`src/rtl/audio_tx_pkg.sv`:
```
package audio_tx_pkg;
  localparam int SLOT_W = 20;

  typedef enum logic [1:0] {
    SZ16 = 2'd0,
    SZ18 = 2'd1,
    SZ20 = 2'd2,
    SZ12 = 2'd3
  } sampleSize_e;

  // strobes from control to datapath
  typedef struct packed {
    logic pushOne;
    logic pushTwo;
    logic popPair;
    logic flush;
  } fifoCtl_t;
endpackage

```
`src/rtl/audio_tx_slot_fmt.sv`:
```
module audio_tx_slot_fmt
  import audio_tx_pkg::*;
(
  input  logic [31:0]       wrData,
  input  logic [1:0]        sizeSel,
  input  logic              packReq,
  output logic [SLOT_W-1:0] sampleA,
  output logic [SLOT_W-1:0] sampleB,
  output logic              twoSamples
);
  sampleSize_e sz;
  logic [15:0] lowHalf;
  logic [15:0] highHalf;

  assign sz       = sampleSize_e'(sizeSel);
  assign lowHalf  = wrData[15:0];
  assign highHalf = wrData[31:16];

  // packing only meaningful for 12/16-bit samples
  assign twoSamples = packReq && ((sz == SZ16) || (sz == SZ12));

  always_comb begin
    sampleA = '0;
    sampleB = '0;
    if (twoSamples) begin
      if (sz == SZ12) begin
        sampleA = {lowHalf[11:0], 8'h00};
        sampleB = {highHalf[11:0], 8'h00};
      end else begin
        sampleA = {lowHalf, 4'h0};
        sampleB = {highHalf, 4'h0};
      end
    end else begin
      unique case (sz)
        SZ12:    sampleA = {wrData[11:0], 8'h00};
        SZ16:    sampleA = {wrData[15:0], 4'h0};
        SZ18:    sampleA = {wrData[17:0], 2'b00};
        default: sampleA = wrData[19:0];
      endcase
    end
  end
endmodule

```
`src/rtl/audio_tx_datapath.sv`:
```
module audio_tx_datapath
  import audio_tx_pkg::*;
#(
  parameter int DEPTH = 8,
  localparam int LW = $clog2(DEPTH + 1),
  localparam int PW = $clog2(DEPTH)
) (
  input  logic              clk,
  input  logic              rstN,
  input  fifoCtl_t          ctl,
  input  logic [SLOT_W-1:0] sampleA,
  input  logic [SLOT_W-1:0] sampleB,
  output logic [LW-1:0]     level,
  output logic [LW-1:0]     levelNext,
  output logic [SLOT_W-1:0] pairLeft,
  output logic [SLOT_W-1:0] pairRight
);
  localparam logic [LW-1:0] DEPTH_L = LW'(DEPTH);

  logic [SLOT_W-1:0] mem [DEPTH];
  logic [PW-1:0] wrPtr;
  logic [PW-1:0] rdPtr;

  function automatic logic [PW-1:0] bump(input logic [PW-1:0] p, input int unsigned n);
    int unsigned t;
    t = int'(p) + n;
    if (t >= DEPTH) t = t - DEPTH;
    return PW'(t);
  endfunction

  always_comb begin
    levelNext = level;
    if (ctl.flush) begin
      levelNext = '0;
    end else begin
      if (ctl.pushOne) levelNext = levelNext + LW'(1);
      if (ctl.pushTwo) levelNext = levelNext + LW'(2);
      if (ctl.popPair) levelNext = levelNext - LW'(2);
    end
  end

  always_ff @(posedge clk or negedge rstN) begin
    if (!rstN) begin
      level <= '0;
      wrPtr <= '0;
      rdPtr <= '0;
    end else if (ctl.flush) begin
      level <= '0;
      wrPtr <= '0;
      rdPtr <= '0;
    end else begin
      level <= levelNext;
      if (ctl.pushOne) wrPtr <= bump(wrPtr, 1);
      if (ctl.pushTwo) wrPtr <= bump(wrPtr, 2);
      if (ctl.popPair) rdPtr <= bump(rdPtr, 2);
    end
  end

  always_ff @(posedge clk) begin
    if (!ctl.flush) begin
      if (ctl.pushOne || ctl.pushTwo) mem[wrPtr] <= sampleA;
      if (ctl.pushTwo) mem[bump(wrPtr, 1)] <= sampleB;
    end
  end

  assign pairLeft  = mem[rdPtr];
  assign pairRight = mem[bump(rdPtr, 1)];

  // storage never holds more than DEPTH entries
  a_r5_no_overflow: assert property (@(posedge clk) disable iff (!rstN)
    level <= DEPTH_L);

  // a flush strobe leaves the store empty
  a_r13_flush_empties: assert property (@(posedge clk) disable iff (!rstN)
    ctl.flush |=> (level == '0));
endmodule

```
`src/rtl/audio_tx_ctrl.sv`:
```
module audio_tx_ctrl
  import audio_tx_pkg::*;
#(
  parameter int DEPTH = 8,
  localparam int LW = $clog2(DEPTH + 1)
) (
  input  logic          clk,
  input  logic          rstN,
  input  logic          ifEnable,
  input  logic          txEnable,
  input  logic [1:0]    slotSel,
  input  logic          wrValid,
  input  logic          twoSamples,
  input  logic          clrUnderrun,
  input  logic [2:0]    intMask,
  input  logic          codecReady,
  input  logic [LW-1:0] level,
  input  logic [LW-1:0] levelNext,
  output fifoCtl_t      ctl,
  output logic          pairValid,
  output logic          emptyFlag,
  output logic          halfEmptyFlag,
  output logic          fullFlag,
  output logic          underrunFlag,
  output logic [2:0]    intStatus,
  output logic          irq
);
  localparam int LX = LW + 1;
  localparam logic [LW-1:0] DEPTH_L = LW'(DEPTH);
  localparam logic [LW-1:0] HALF_L  = LW'(DEPTH / 2);
  localparam logic [LW-1:0] TWO_L   = LW'(2);

  logic draining;
  logic drainAllowed;
  logic anyPush;
  logic txComplete;

  assign drainAllowed = ifEnable && txEnable && (|slotSel);
  assign pairValid    = drainAllowed && (level >= TWO_L) && (draining || (level >= HALF_L));

  always_comb begin
    ctl         = '0;
    ctl.flush   = !ifEnable;
    ctl.pushOne = ifEnable && wrValid && !twoSamples && (level < DEPTH_L);
    ctl.pushTwo = ifEnable && wrValid && twoSamples &&
                  ((LX'(level) + LX'(2)) < LX'(DEPTH));
    ctl.popPair = pairValid && codecReady;
  end

  assign anyPush = ctl.pushOne || ctl.pushTwo;

  always_ff @(posedge clk or negedge rstN) begin
    if (!rstN) begin
      emptyFlag     <= 1'b1;
      halfEmptyFlag <= 1'b1;
      fullFlag      <= 1'b0;
      underrunFlag  <= 1'b0;
      draining      <= 1'b0;
    end else if (ctl.flush) begin
      emptyFlag     <= 1'b1;
      halfEmptyFlag <= 1'b1;
      fullFlag      <= 1'b0;
      underrunFlag  <= 1'b0;
      draining      <= 1'b0;
    end else begin
      if (clrUnderrun) underrunFlag <= 1'b0;
      if (ctl.popPair) begin
        fullFlag <= 1'b0;
        if (levelNext <= HALF_L) halfEmptyFlag <= 1'b1;
        if (levelNext == '0) begin
          emptyFlag    <= 1'b1;
          underrunFlag <= 1'b1;
        end
      end
      if (anyPush) begin
        if (levelNext != '0) begin
          emptyFlag    <= 1'b0;
          underrunFlag <= 1'b0;
        end
        if (levelNext >= HALF_L) halfEmptyFlag <= 1'b0;
        if (levelNext >= DEPTH_L) fullFlag <= 1'b1;
      end
      draining <= ctl.popPair && (levelNext >= TWO_L);
    end
  end

  assign txComplete = !pairValid && emptyFlag;
  assign intStatus  = {underrunFlag, halfEmptyFlag, txComplete};
  assign irq        = |(intStatus & intMask);

  // a pair is never offered with fewer than two stored entries
  a_r8_pair_needs_two: assert property (@(posedge clk) disable iff (!rstN)
    pairValid |-> (level >= TWO_L));

  // an accepted pair leaves the full flag cleared
  a_r10_pop_clears_full: assert property (@(posedge clk) disable iff (!rstN)
    ctl.popPair |=> !fullFlag);

  // the empty flag is only ever seen with nothing stored
  a_r7_empty_means_zero: assert property (@(posedge clk) disable iff (!rstN)
    emptyFlag |-> (level == '0));

  // a clear pulse without a drain leaves underrun low
  a_r12_clear_underrun: assert property (@(posedge clk) disable iff (!rstN)
    (clrUnderrun && !ctl.popPair) |=> !underrunFlag);
endmodule

```
`src/rtl/audio_tx_fifo.sv`:
```
module audio_tx_fifo
  import audio_tx_pkg::*;
#(
  parameter int DEPTH = 8
) (
  input  logic                       clk,
  input  logic                       rstN,
  input  logic                       ifEnable,
  input  logic                       txEnable,
  input  logic [1:0]                 slotSel,
  input  logic [1:0]                 sizeSel,
  input  logic                       packEn,
  input  logic                       wrValid,
  input  logic [31:0]                wrData,
  input  logic                       clrUnderrun,
  input  logic [2:0]                 intMask,
  input  logic                       codecReady,
  output logic                       pairValid,
  output logic [19:0]                pairLeft,
  output logic [19:0]                pairRight,
  output logic [$clog2(DEPTH+1)-1:0] level,
  output logic                       emptyFlag,
  output logic                       halfEmptyFlag,
  output logic                       fullFlag,
  output logic                       underrunFlag,
  output logic [2:0]                 intStatus,
  output logic                       irq
);
  localparam int LW = $clog2(DEPTH + 1);

  fifoCtl_t          ctl;
  logic [SLOT_W-1:0] sampleA;
  logic [SLOT_W-1:0] sampleB;
  logic              twoSamples;
  logic [LW-1:0]     levelNext;

  audio_tx_slot_fmt u_fmt (
    .wrData     (wrData),
    .sizeSel    (sizeSel),
    .packReq    (packEn),
    .sampleA    (sampleA),
    .sampleB    (sampleB),
    .twoSamples (twoSamples)
  );

  audio_tx_ctrl #(.DEPTH(DEPTH)) u_ctrl (
    .clk           (clk),
    .rstN          (rstN),
    .ifEnable      (ifEnable),
    .txEnable      (txEnable),
    .slotSel       (slotSel),
    .wrValid       (wrValid),
    .twoSamples    (twoSamples),
    .clrUnderrun   (clrUnderrun),
    .intMask       (intMask),
    .codecReady    (codecReady),
    .level         (level),
    .levelNext     (levelNext),
    .ctl           (ctl),
    .pairValid     (pairValid),
    .emptyFlag     (emptyFlag),
    .halfEmptyFlag (halfEmptyFlag),
    .fullFlag      (fullFlag),
    .underrunFlag  (underrunFlag),
    .intStatus     (intStatus),
    .irq           (irq)
  );

  audio_tx_datapath #(.DEPTH(DEPTH)) u_dp (
    .clk       (clk),
    .rstN      (rstN),
    .ctl       (ctl),
    .sampleA   (sampleA),
    .sampleB   (sampleB),
    .level     (level),
    .levelNext (levelNext),
    .pairLeft  (pairLeft),
    .pairRight (pairRight)
  );
endmodule

```
`config.mk`:
```
export PLATFORM = sky130hd
export DESIGN_NAME = audio_tx_fifo
export DESIGN_NICKNAME = d
export VERILOG_FILES = /design/src/rtl/audio_tx_pkg.sv /design/src/rtl/audio_tx_slot_fmt.sv /design/src/rtl/audio_tx_datapath.sv /design/src/rtl/audio_tx_ctrl.sv /design/src/rtl/audio_tx_fifo.sv
export SDC_FILE = /design/constraint.sdc
export NUM_CORES = 1
export LEC_CHECK = 0
export BUFFER_PORTS_ARGS = -buffer_cell sky130_fd_sc_hd__buf_4
export CAP_MARGIN = 30
export CORE_MARGIN = 5
export CORE_UTILIZATION = 64
export CTS_CLUSTER_DIAMETER = 30
export DETAILED_ROUTE_END_ITERATION = 10
export GPL_TIMING_DRIVEN = 1
export HOLD_SLACK_MARGIN = 0.06
export PLACE_DENSITY = 0.86
export SYNTH_ARGS = -nofsm -noshare
export SYNTH_HDL_FRONTEND = slang
export SYNTH_SLANG_ARGS = --single-unit
```
`constraint.sdc`:
```
create_clock -name clk -period 9.41 [get_ports clk]
set_input_delay 0.941 -clock clk [delete_from_list [all_inputs] [get_ports clk]]
set_output_delay 0.941 -clock clk [all_outputs]
set_load 0.02 [all_outputs]
```
==> metrics.cfg, run 1 <==
[synthesis]
yosysTopAreaCellShare = 0.424
synth_area_per_cell_um2 = 12.6
synth-seq-area-share = 0.534
synth_edf_count = 128
ys_ff_latch = 174
synth_top_cell_by_area = edfxtp_1
synth_area_leaders = edfxtp_1 42%, mux4_2 9.9%, o22ai_1 9.0%
synth_flop_cell = edfxtp_1
synth_cells = 718
syn_nets = 777
netlist_area_um2 = 9050
yosysWarnings = 0
synth_cell_types = 64
synthArstFlopShare = 0.0805

[timing]
rsz0062_at_grt = false
fin_tns_setup_ps = 0
tightest_slew_ps = 1080
finalSetupViolations = 0
setup_ws_ps = 5120
skew_ps = 6.45
timing.final.crit_share = 0.456
slew_violations = 0
fin_crit_ps = 4290
hold_viol = 0
relSlewSlack = 0.283
max_freq_ghz = 0.233

[cts]
tritoncts = yes
htree_levels = 4
ctsLongestPathBuffers = 2
clock_sinks = 174
clk_latency_ps = 430
cts-root-buf = clkbuf_16
clk_pin_slew_ps = 60
cts_hold_buf = 0
cts_resized = 0
cts_buffers = 17
postCtsSetupBuffers = 0

[setup_path]
r2r_slack_ps = 5890
crit_fanout = 24
start_kind = primary input
arrival_ps = 4630
end_kind = flip-flop
r2r_start = u_dp.level[3]
crit_required_ps = 9740
worst_r2r_endpoint = u_ctrl.emptyFlag
crit_type = in -> reg
rr_worst_depth = 13

[power]
seqPwrFrac = 0.456
p_leak_nw = 3.65
combPwrFrac = 0.138
p_int_mw = 1.42
p_sw_mw = 0.487
pwr_density_cell_nw_per_um2 = 182
clkPwrFrac = 0.406
switching_share = 0.256
worst_ir_drop_vdd_uv = 122

[die]
die_width_um = 129
start_util = 0.652
ios = 100
die_h_um = 129
fp-row-count = 43
die-area_um2 = 16600
core-area_um2 = 13900

[outcome]
status = finished clean

[final_layout]
drive_gt1_frac = 0.273
area_delta_synth_final_pct = 15.4
fin_area_um2 = 10400
fill_cells = 809
mostFrequentLayoutCell = o22ai_1
n_antenna_cell = 0
fin_nets = 841
layout_common_cells = 130 x o22ai_1, 128 x edfxtp_1, 103 x buf_4, 50 x nand2_1, 40 x mux4_2

[routing]
dr_total_vias = 7435
drtIter0Drc = 1560
wl_per_cell_um = 27.0
first_pass_iters = 7
antenna_left = 0
viasPerCell = 7.63
routed_wl_um = 26300
drc = 0

[job]
cap_violations = 0

[global_routing]
grt_pass1_vias = 7142
grt_max_degree = 46
antenna_found_initial = 0
grt_usage = 0.320
grt-ovfl-total = 0
grt_pass1_wl_um = 40700

[placed_design]
io_buffers = 99
hpwlAfterDp_um = 17200
globalplace.congestion = 0.971
post-place-ws_ps = 4700
placedInstanceArea_um2 = 9800

[hold_path]
min_path_type = in -> async

sequential cells by signal (all words and copies together), names as in the netlist:
| signal | flops |
|---|---|
| u_ctrl.underrunFlag | 1 |
| u_dp.rdPtr | 2 |
| u_dp.mem | 160 |
| u_dp.wrPtr | 3 |
| u_ctrl.halfEmptyFlag | 1 |
| u_dp.level | 4 |
| u_ctrl.fullFlag | 1 |
| u_ctrl.draining | 1 |
| u_ctrl.emptyFlag | 1 |
cell families after synthesis:
logic type               Yosys count  synth area share
AO/OA/AOI/OAI                    240             0.186
flip-flops                       174             0.534
AND/OR/NAND/NOR                  127            0.0781
buffers and inverters             87            0.0426
multiplexers                      72             0.137
adder cells (fa/ha/maj)           12            0.0166
XOR/XNOR                           6           0.00580
critical path, stage by stage:
cell,delay (ps)
buf_4,90
inv_1,50
ha_1,310
nand2b_1,730
nand2_1,160
mux2_2,320
ha_1,290
a21oi_2,50
o221ai_2,230
inv_1,110
ha_1,370
nand3_1,90
o31a_1,240
a41o_1,220
o311a_4,150
o311ai_2,260
how the worst max path moves through the flow:
stage          startpoint               end  slack (ps)  cells past startpoint
5_1_grt        sizeSel[1]  u_ctrl.emptyFlag        4850                     16
4_1_cts        sizeSel[0]  u_ctrl.emptyFlag        5170                     16
6_report       sizeSel[0]  u_ctrl.emptyFlag        5120                     16
3_3_place_gp   sizeSel[0]  u_ctrl.emptyFlag        4890                     16
3_5_place_dp   sizeSel[0]  u_ctrl.emptyFlag        4700                     16
2_1_floorplan  sizeSel[0]  u_ctrl.emptyFlag        5240                     17
cells in the mapped netlist (4+ instances only):
| master | n |
|---|---|
| buf_2 | 23 |
| mux2i_1 | 15 |
| a21oi_1 | 12 |
| a22oi_1 | 8 |
| nor2b_1 | 4 |
| mux4_2 | 40 |
| o2bb2ai_1 | 14 |
| and3_1 | 10 |
| o211ai_1 | 11 |
| clkbuf_1 | 27 |
| nor3b_1 | 4 |
| and2_4 | 5 |
| nand3_2 | 6 |
| dfrtp_1 | 12 |
| dfxtp_1 | 32 |
| buf_4 | 6 |
| o21ai_0 | 6 |
| mux2_2 | 17 |
| a22o_1 | 16 |
| nand2_1 | 50 |
| a222oi_1 | 8 |
| nor2_1 | 12 |
| o21ai_1 | 12 |
| nand3_1 | 11 |
| ha_1 | 12 |
| xnor2_1 | 5 |
| and2_1 | 6 |
| nand4_1 | 5 |
| inv_1 | 28 |
| edfxtp_1 | 128 |
| o22ai_1 | 130 |
power by group through the flow:
stage / logic [mW] / registers (mW) / clock network [mW]
2_1_floorplan: 0.162 / 0.876 / 0
3_3_place_gp: 0.243 / 0.880 / 0
3_5_place_dp: 0.252 / 0.882 / 0
4_1_cts: 0.256 / 0.867 / 0.764
5_1_grt: 0.276 / 0.869 / 0.803
6_report: 0.262 / 0.868 / 0.773
metrics by stage:
step	hold slack, ps	utilization	total power, mW	std cells
after CTS	360	0.753	1.89	975
after global routing	357	0.753	1.95	975
after floorplan	427	-	1.04	718
after detailed placement	447	0.706	1.13	943
after global placement	442	0.705	1.12	942
final	359	0.753	1.90	975
metal layers:
metal / part of all wire / track usage / up-vias
met5: 0 / 0 / -
met4: 0.050 / 0.141 / 0
met3: 0.12 / 0.0577 / 147
met2: 0.50 / 0.538 / 732
met1: 0.34 / 0.410 / 3501
li1: - / - / 3055
area by class of cell:
cell class	instances	area, um2	share of cell area
Clock buffer	17	425	0.0407
Clock inverter	15	218	0.0208
Inverter	28	105	0.0101
Multi-Input combinational cell	457	3840	0.368
Sequential cell	174	4840	0.463
Tap cell	180	225	0.0216
Timing Repair Buffer	104	793	0.0759
No activity file was read; power rests on OpenSTA's default activity.
==> run 2, diff against run 1 <==
Settings changed: CORE_UTILIZATION 64 to 59, PLACE_DENSITY 0.86 to 0.8.
Clock period 9.41 ns to 4.2 ns, I/O delays scaled along.
==> run 2 against run 1 <==
Against the previous run:
- clock skew rose by 1.3 ps
- sequential cell count did not move
- sequential power rose by 120%
- cell area rose by 0.61%
- critical path depth fell by 3
- clock power rose by 97%
- sequential share of layout area fell by 0.28 points
- die area rose by 7.8%
- hold slack got worse by 69 ps
- critical path type is now reg -> reg
- critical endpoint unchanged
==> metrics.cfg, run 2 (synthesis gave the netlist of run 1 again) <==
[outcome]
status = finished clean

[cts]
clk_latency_ps = 440  ; about the same
postCtsSetupBuffers = 0  ; unchanged
cts_hold_buf = 1  ; +1
htree_levels = 4  ; unchanged
clk_pin_slew_ps = 70  ; about the same
clock_sinks = 174  ; unchanged
cts_resized = 0  ; unchanged
cts_buffers = 17  ; unchanged
tritoncts = yes
cts-root-buf = clkbuf_16
ctsLongestPathBuffers = 2  ; unchanged

[routing]
wl_per_cell_um = 25.8  ; -4.3%
antenna_left = 0  ; unchanged
drtIter0Drc = 1160  ; -26%
viasPerCell = 7.20  ; -5.6%
routed_wl_um = 25700  ; -2.2%
dr_total_vias = 7169  ; -3.6%
first_pass_iters = 7  ; unchanged
drc = 0  ; unchanged

[global_routing]
met3_usage = 0.0525  ; -0.00519
grt_use_met2 = 0.471  ; -0.0673
grt_usage = 0.283  ; -0.0371
grt_max_degree = 39  ; -15%
grt_pass1_wl_um = 39500  ; -3.1%
busiest_layer = met2
grt-ovfl-total = 0  ; unchanged
grt_pass1_vias = 7034  ; -1.5%
antenna_found_initial = 0  ; unchanged
use_met1 = 0.367  ; -0.0427

[final_layout]
fin_nets = 854  ; +1.5%
area_delta_synth_final_pct = 16.1
mostFrequentLayoutCell = o22ai_1
largest_reg_flops = 160  ; unchanged
drive_gt1_frac = 0.286  ; +0.0129
top_regs = u_dp.mem x160, u_dp.level x4, u_dp.wrPtr x3
final_cell_count_no_fill = 996  ; +2.2%
layout_common_cells = 130 x o22ai_1, 128 x edfxtp_1, 113 x buf_4, 50 x nand2_1, 40 x mux4_2
n_antenna_cell = 0  ; unchanged
regMostFlops = u_dp.mem

[power]
switching_share = 0.272  ; +0.0165
pwr_density_cell_nw_per_um2 = 385  ; +110%
combPwrFrac = 0.146  ; +0.008
worst_ir_drop_vdd_uv = 308  ; +150%
seqPwrFrac = 0.479  ; +0.023
p_leak_nw = 3.68  ; +0.68%
p_sw_mw = 1.10  ; +130%
p_int_mw = 2.95  ; +110%
clkPwrFrac = 0.375  ; -0.031

[setup_path]
path_cells = and3b_1 > nand2_1 > mux2_2 > ha_1 > a21oi_2 > o221ai_2 > inv_1 > ha_1 > nand3_1 > o31a_1 > a41o_1 > o311a_4 > o311ai_2
start_kind = flip-flop
arrival_ps = 3810  ; -820 ps
crit_path_top_delay_cell = and3b_1
slowest_delay_ps = 480  ; -250 ps
crit_required_ps = 4550  ; -5190 ps
crit_type = reg -> reg
end_kind = flip-flop
crit_top_cell = ha_1
crit_fanout = 11  ; -54%

[timing]
tightest_slew_ps = 1050  ; -29.0 ps
relSlewSlack = 0.303  ; +0.0193
slew_violations = 0  ; unchanged
hold_viol = 0  ; unchanged
rsz0062_at_grt = false
whs_ps = 290  ; -69.0 ps
max_freq_ghz = 0.288
fin_tns_setup_ps = 0  ; unchanged
skew_ps = 7.71  ; +1.26 ps
setup_ws_ps = 733  ; -4380 ps
timing.final.crit_share = 0.825
finalSetupViolations = 0  ; unchanged
fin_crit_ps = 3470

[placed_design]
io_buffers = 99  ; unchanged
hpwlAfterDp_um = 17100  ; -0.90%
place_inst = 962  ; +2.0%
globalplace.congestion = 0.883  ; -9.0%
post-place-ws_ps = 540  ; -4170 ps

[die]
ios = 100  ; unchanged
fp-row-count = 45  ; +4.7%
core-area_um2 = 15100  ; +9.1%
die_h_um = 134  ; +3.8%
start_util = 0.598  ; -0.0545
die-area_um2 = 17900  ; +7.8%
die_width_um = 134  ; +3.8%

[job]
cap_violations = 0  ; unchanged

[hold_path]
min_path_type = in -> reg

run 2: cell types whose count changed in the layout (fill, tap and decap cells not counted), moves of 2 or more:
| cell | before | now |
|---|---|---|
| clkinv_2 | 2 | 4 |
| clkinv_1 | 2 | 0 |
| buf_4 | 103 | 113 |
| clkinvlp_4 | 1 | 5 |
| bufinv_16 | 5 | 1 |
run 2: worst paths after layout:
kind | startpoint | end | slack (ps) | cells past startpoint
min in group asynchronous | rstN | u_ctrl.fullFlag | 360 | 2
max | u_dp.level[3] | u_ctrl.emptyFlag | 730 | 13
max reg2reg | u_dp.level[3] | u_ctrl.emptyFlag | 730 | 13
min reg2reg | u_dp.mem[7][0] | u_dp.mem[7][0] | 470 | 1
max in group asynchronous | rstN | u_ctrl.halfEmptyFlag | 3590 | 2
min | clrUnderrun | u_ctrl.underrunFlag | 290 | 4
run 2: cell type report:
type	count	area, um2
clock buffer	17	425
clock inverter	15	136
fill	1008	4630
inverter	28	105
multi-input combinational	457	3850
sequential	174	4840
tap	188	235
timing repair buffer	117	923
run 2: worst max-delay path, delay by kind of cell (launching register included):
family	cells	cell delay, ps
AO/OA/AOI/OAI	6	1180
multiplexers	1	290
adder cells (fa/ha/maj)	2	630
buffers and inverters	1	90
AND/OR/NAND/NOR	3	720
flip-flops	1	450
run 2: power groups by stage:
stage | combinational, mW | sequential (mW) | clock [mW]
6_report | 0.593 | 1.94 | 1.52
5_1_grt | 0.625 | 1.94 | 1.59
4_1_cts | 0.581 | 1.94 | 1.51
3_5_place_dp | 0.576 | 1.98 | 0
3_3_place_gp | 0.558 | 1.97 | 0
2_1_floorplan | 0.362 | 1.96 | 0
run 2: stage by stage:
stage,area [um2],power [mW],utilization
global placement,9890,2.53,0.653
detailed placement,9910,2.55,0.655
global route,10500,4.15,0.694
floorplan,9050,2.32,-
CTS,10500,4.03,0.692
finish,10500,4.05,0.694
run 2: metal layers:
layer | vias to the layer above | routed length [um]
li1 | 3078 | -
met1 | 3446 | 9220
met2 | 564 | 12900
met3 | 81 | 2600
met4 | 0 | 987
met5 | - | 0
==> run 3, diff against run 2 <==
Settings changed: CORE_UTILIZATION 59 to 53, PLACE_DENSITY 0.8 to 0.76.
Clock period 4.2 ns to 3.1 ns, I/O delays scaled along.
==> run 3 against run 2 <==
Against the previous run:
- critical path depth is the same
- global-route usage shrank 1.3 points
- hold slack lost 100 ps
- largest power group unchanged
- combinational power grew 52%
==> metrics.cfg, run 3 (synthesis gave the netlist of run 1 again) <==
[die]
core-area_um2 = 16700  ; +10%
die_h_um = 141  ; +5.1%
die-area_um2 = 19800  ; +10%
fp-row-count = 47  ; +4.4%
start_util = 0.542  ; -0.0557
die_width_um = 141  ; +5.1%
ios = 100  ; unchanged

[global_routing]
grt_pass1_wl_um = 41100  ; +4.0%
grt_pass1_vias = 7386  ; +5.0%
grt_usage = 0.270  ; -0.0131
grt-ovfl-total = 0  ; unchanged
grt_max_degree = 39  ; unchanged
antenna_found_initial = 0  ; unchanged

[final_layout]
fin_area_um2 = 11000  ; +4.8%
largest_reg_flops = 160  ; unchanged
layout_common_cells = 162 x buf_4, 130 x o22ai_1, 128 x edfxtp_1, 49 x nand2_1, 40 x mux4_2
n_antenna_cell = 0  ; unchanged
drive_gt1_frac = 0.336  ; +0.0502
mostFrequentLayoutCell = buf_4
regMostFlops = u_dp.mem
fill_cells = 1270  ; +26%
area_delta_synth_final_pct = 21.7
top_regs = u_dp.mem x160, u_dp.level x4, u_dp.wrPtr x3
fin_nets = 901  ; +5.5%

[timing]
whs_ps = 187  ; -103 ps
finalSetupViolations = 0  ; unchanged
slew_violations = 0  ; unchanged
tightest_slew_ps = 737  ; -309 ps
relSlewSlack = 0.507  ; +0.205
fin_crit_ps = 2980  ; -484 ps
hold_viol = 0  ; unchanged
max_freq_ghz = 0.335  ; +16%
timing.final.crit_share = 0.962  ; +0.137
skew_ps = 5.71  ; -1.99 ps
rsz0062_at_grt = false

[outcome]
status = finished clean

[placed_design]
globalplace.congestion = 0.935  ; +5.9%
placedInstanceArea_um2 = 10400  ; +4.6%
hpwlAfterDp_um = 18100  ; +6.0%
io_buffers = 99  ; unchanged

[routing]
top_layer = met4
antenna_left = 0  ; unchanged
dr_wl_met3_um = 2980  ; +14%
viasPerCell = 6.96  ; -3.4%
drtIter0Drc = 1064  ; -8.3%
first_pass_iters = 10  ; +3
dr_total_vias = 7470  ; +4.2%
routed_wl_um = 27000  ; +5.1%
drc = 0  ; unchanged
wl_per_cell_um = 25.2  ; -2.6%
wl_met2_um = 13300  ; +3.0%
wl_met1_um = 9270  ; +0.53%

[hold_path]
min_path_type = in -> reg

[cts]
clk_pin_slew_ps = 70  ; about the same
tritoncts = yes
cts-root-buf = clkbuf_16
cts_buffers = 17  ; unchanged
ctsLongestPathBuffers = 2  ; unchanged
htree_levels = 4  ; unchanged
clk_latency_ps = 440  ; about the same
clock_sinks = 174  ; unchanged

[setup_path]
crit_fanout = 4  ; -7
start_kind = flip-flop
r2r_slack_ps = 120  ; -620 ps
end_kind = flip-flop
crit_required_ps = 3450  ; -1100 ps
crit_type = reg -> reg
arrival_ps = 3330  ; -480 ps

[power]
p_leak_nw = 3.95  ; +7.3%
clkPwrFrac = 0.387  ; +0.012
p_int_mw = 4.23  ; +44%
switching_share = 0.263  ; -0.00894
p_sw_mw = 1.51  ; +37%
combPwrFrac = 0.156  ; +0.010
p_total_mw = 5.75  ; +42%
seqPwrFrac = 0.457  ; -0.022
worst_ir_drop_vdd_uv = 454  ; +47%
pwr_density_cell_nw_per_um2 = 522  ; +35%

[job]
cap_violations = 0  ; unchanged

-- run 3: path summary, 6_finish.rpt --
kind                           startpoint                    to  depth (start not counted)
min reg2reg                u_dp.mem[3][0]        u_dp.mem[3][0]                          1
max reg2reg                 u_dp.level[3]      u_ctrl.emptyFlag                         13
min in group asynchronous            rstN         u_dp.rdPtr[1]                          2
max in group asynchronous            rstN  u_ctrl.halfEmptyFlag                          2
max                         u_dp.level[3]      u_ctrl.emptyFlag                         13
min                           clrUnderrun   u_ctrl.underrunFlag                          4
-- run 3: critical path: stages, from the launching register on --
cell and delay [ps]:
dfrtp_1 370, and3b_2 310, nand2_4 70, mux2_4 310, ha_4 260, a21oi_2 50
o221ai_2 220, inv_2 80, ha_4 280, nand3_2 60, o31a_1 300, a41o_1 220
o311a_4 140, o311ai_4 220
-- run 3: what timing repair did --
item | CTS | global route
setup endpoints to repair | 0 | 4
hold buffers | 1 | 0
endpoints found under the hold margin | 14 | 0
resized for setup | 0 | 2
buffers inserted | 0 | 2
-- run 3: final cells by class --
type / instances / area [um2] / area share
inverter: 28 / 123 / 0.0111
tap: 220 / 275 / 0.0250
sequential: 174 / 4840 / 0.439
multi-input combinational: 457 / 3920 / 0.356
clock inverter: 13 / 181 / 0.0165
clock buffer: 18 / 429 / 0.0390
timing repair buffer: 164 / 1250 / 0.113
-- run 3: per-layer routing --
layer	up-vias	GRT usage
li1	3171	-
met5	-	0
met1	3599	0.328
met3	103	0.0542
met2	597	0.456
met4	0	0.142
-- run 3: through the flow --
stage	utilization	worst slack (ps)	std cells	setup TNS [ps]
2_1_floorplan	-	-65.4	718	-138
3_3_place_gp	0.621	9.19	1040	0
3_5_place_dp	0.621	-120	1040	-247
4_1_cts	0.658	14.3	1072	0
5_1_grt	0.660	15.2	1074	0
6_report	0.660	118	1074	0
-- run 3: power by group through the flow --
stage	Combinational [mW]	Clock [mW]	Sequential (mW)
floorplan	0.508	0	2.66
global placement	0.845	0	2.67
detailed placement	0.872	0	2.67
CTS	0.881	2.23	2.62
global route	0.945	2.34	2.63
finish	0.899	2.22	2.63
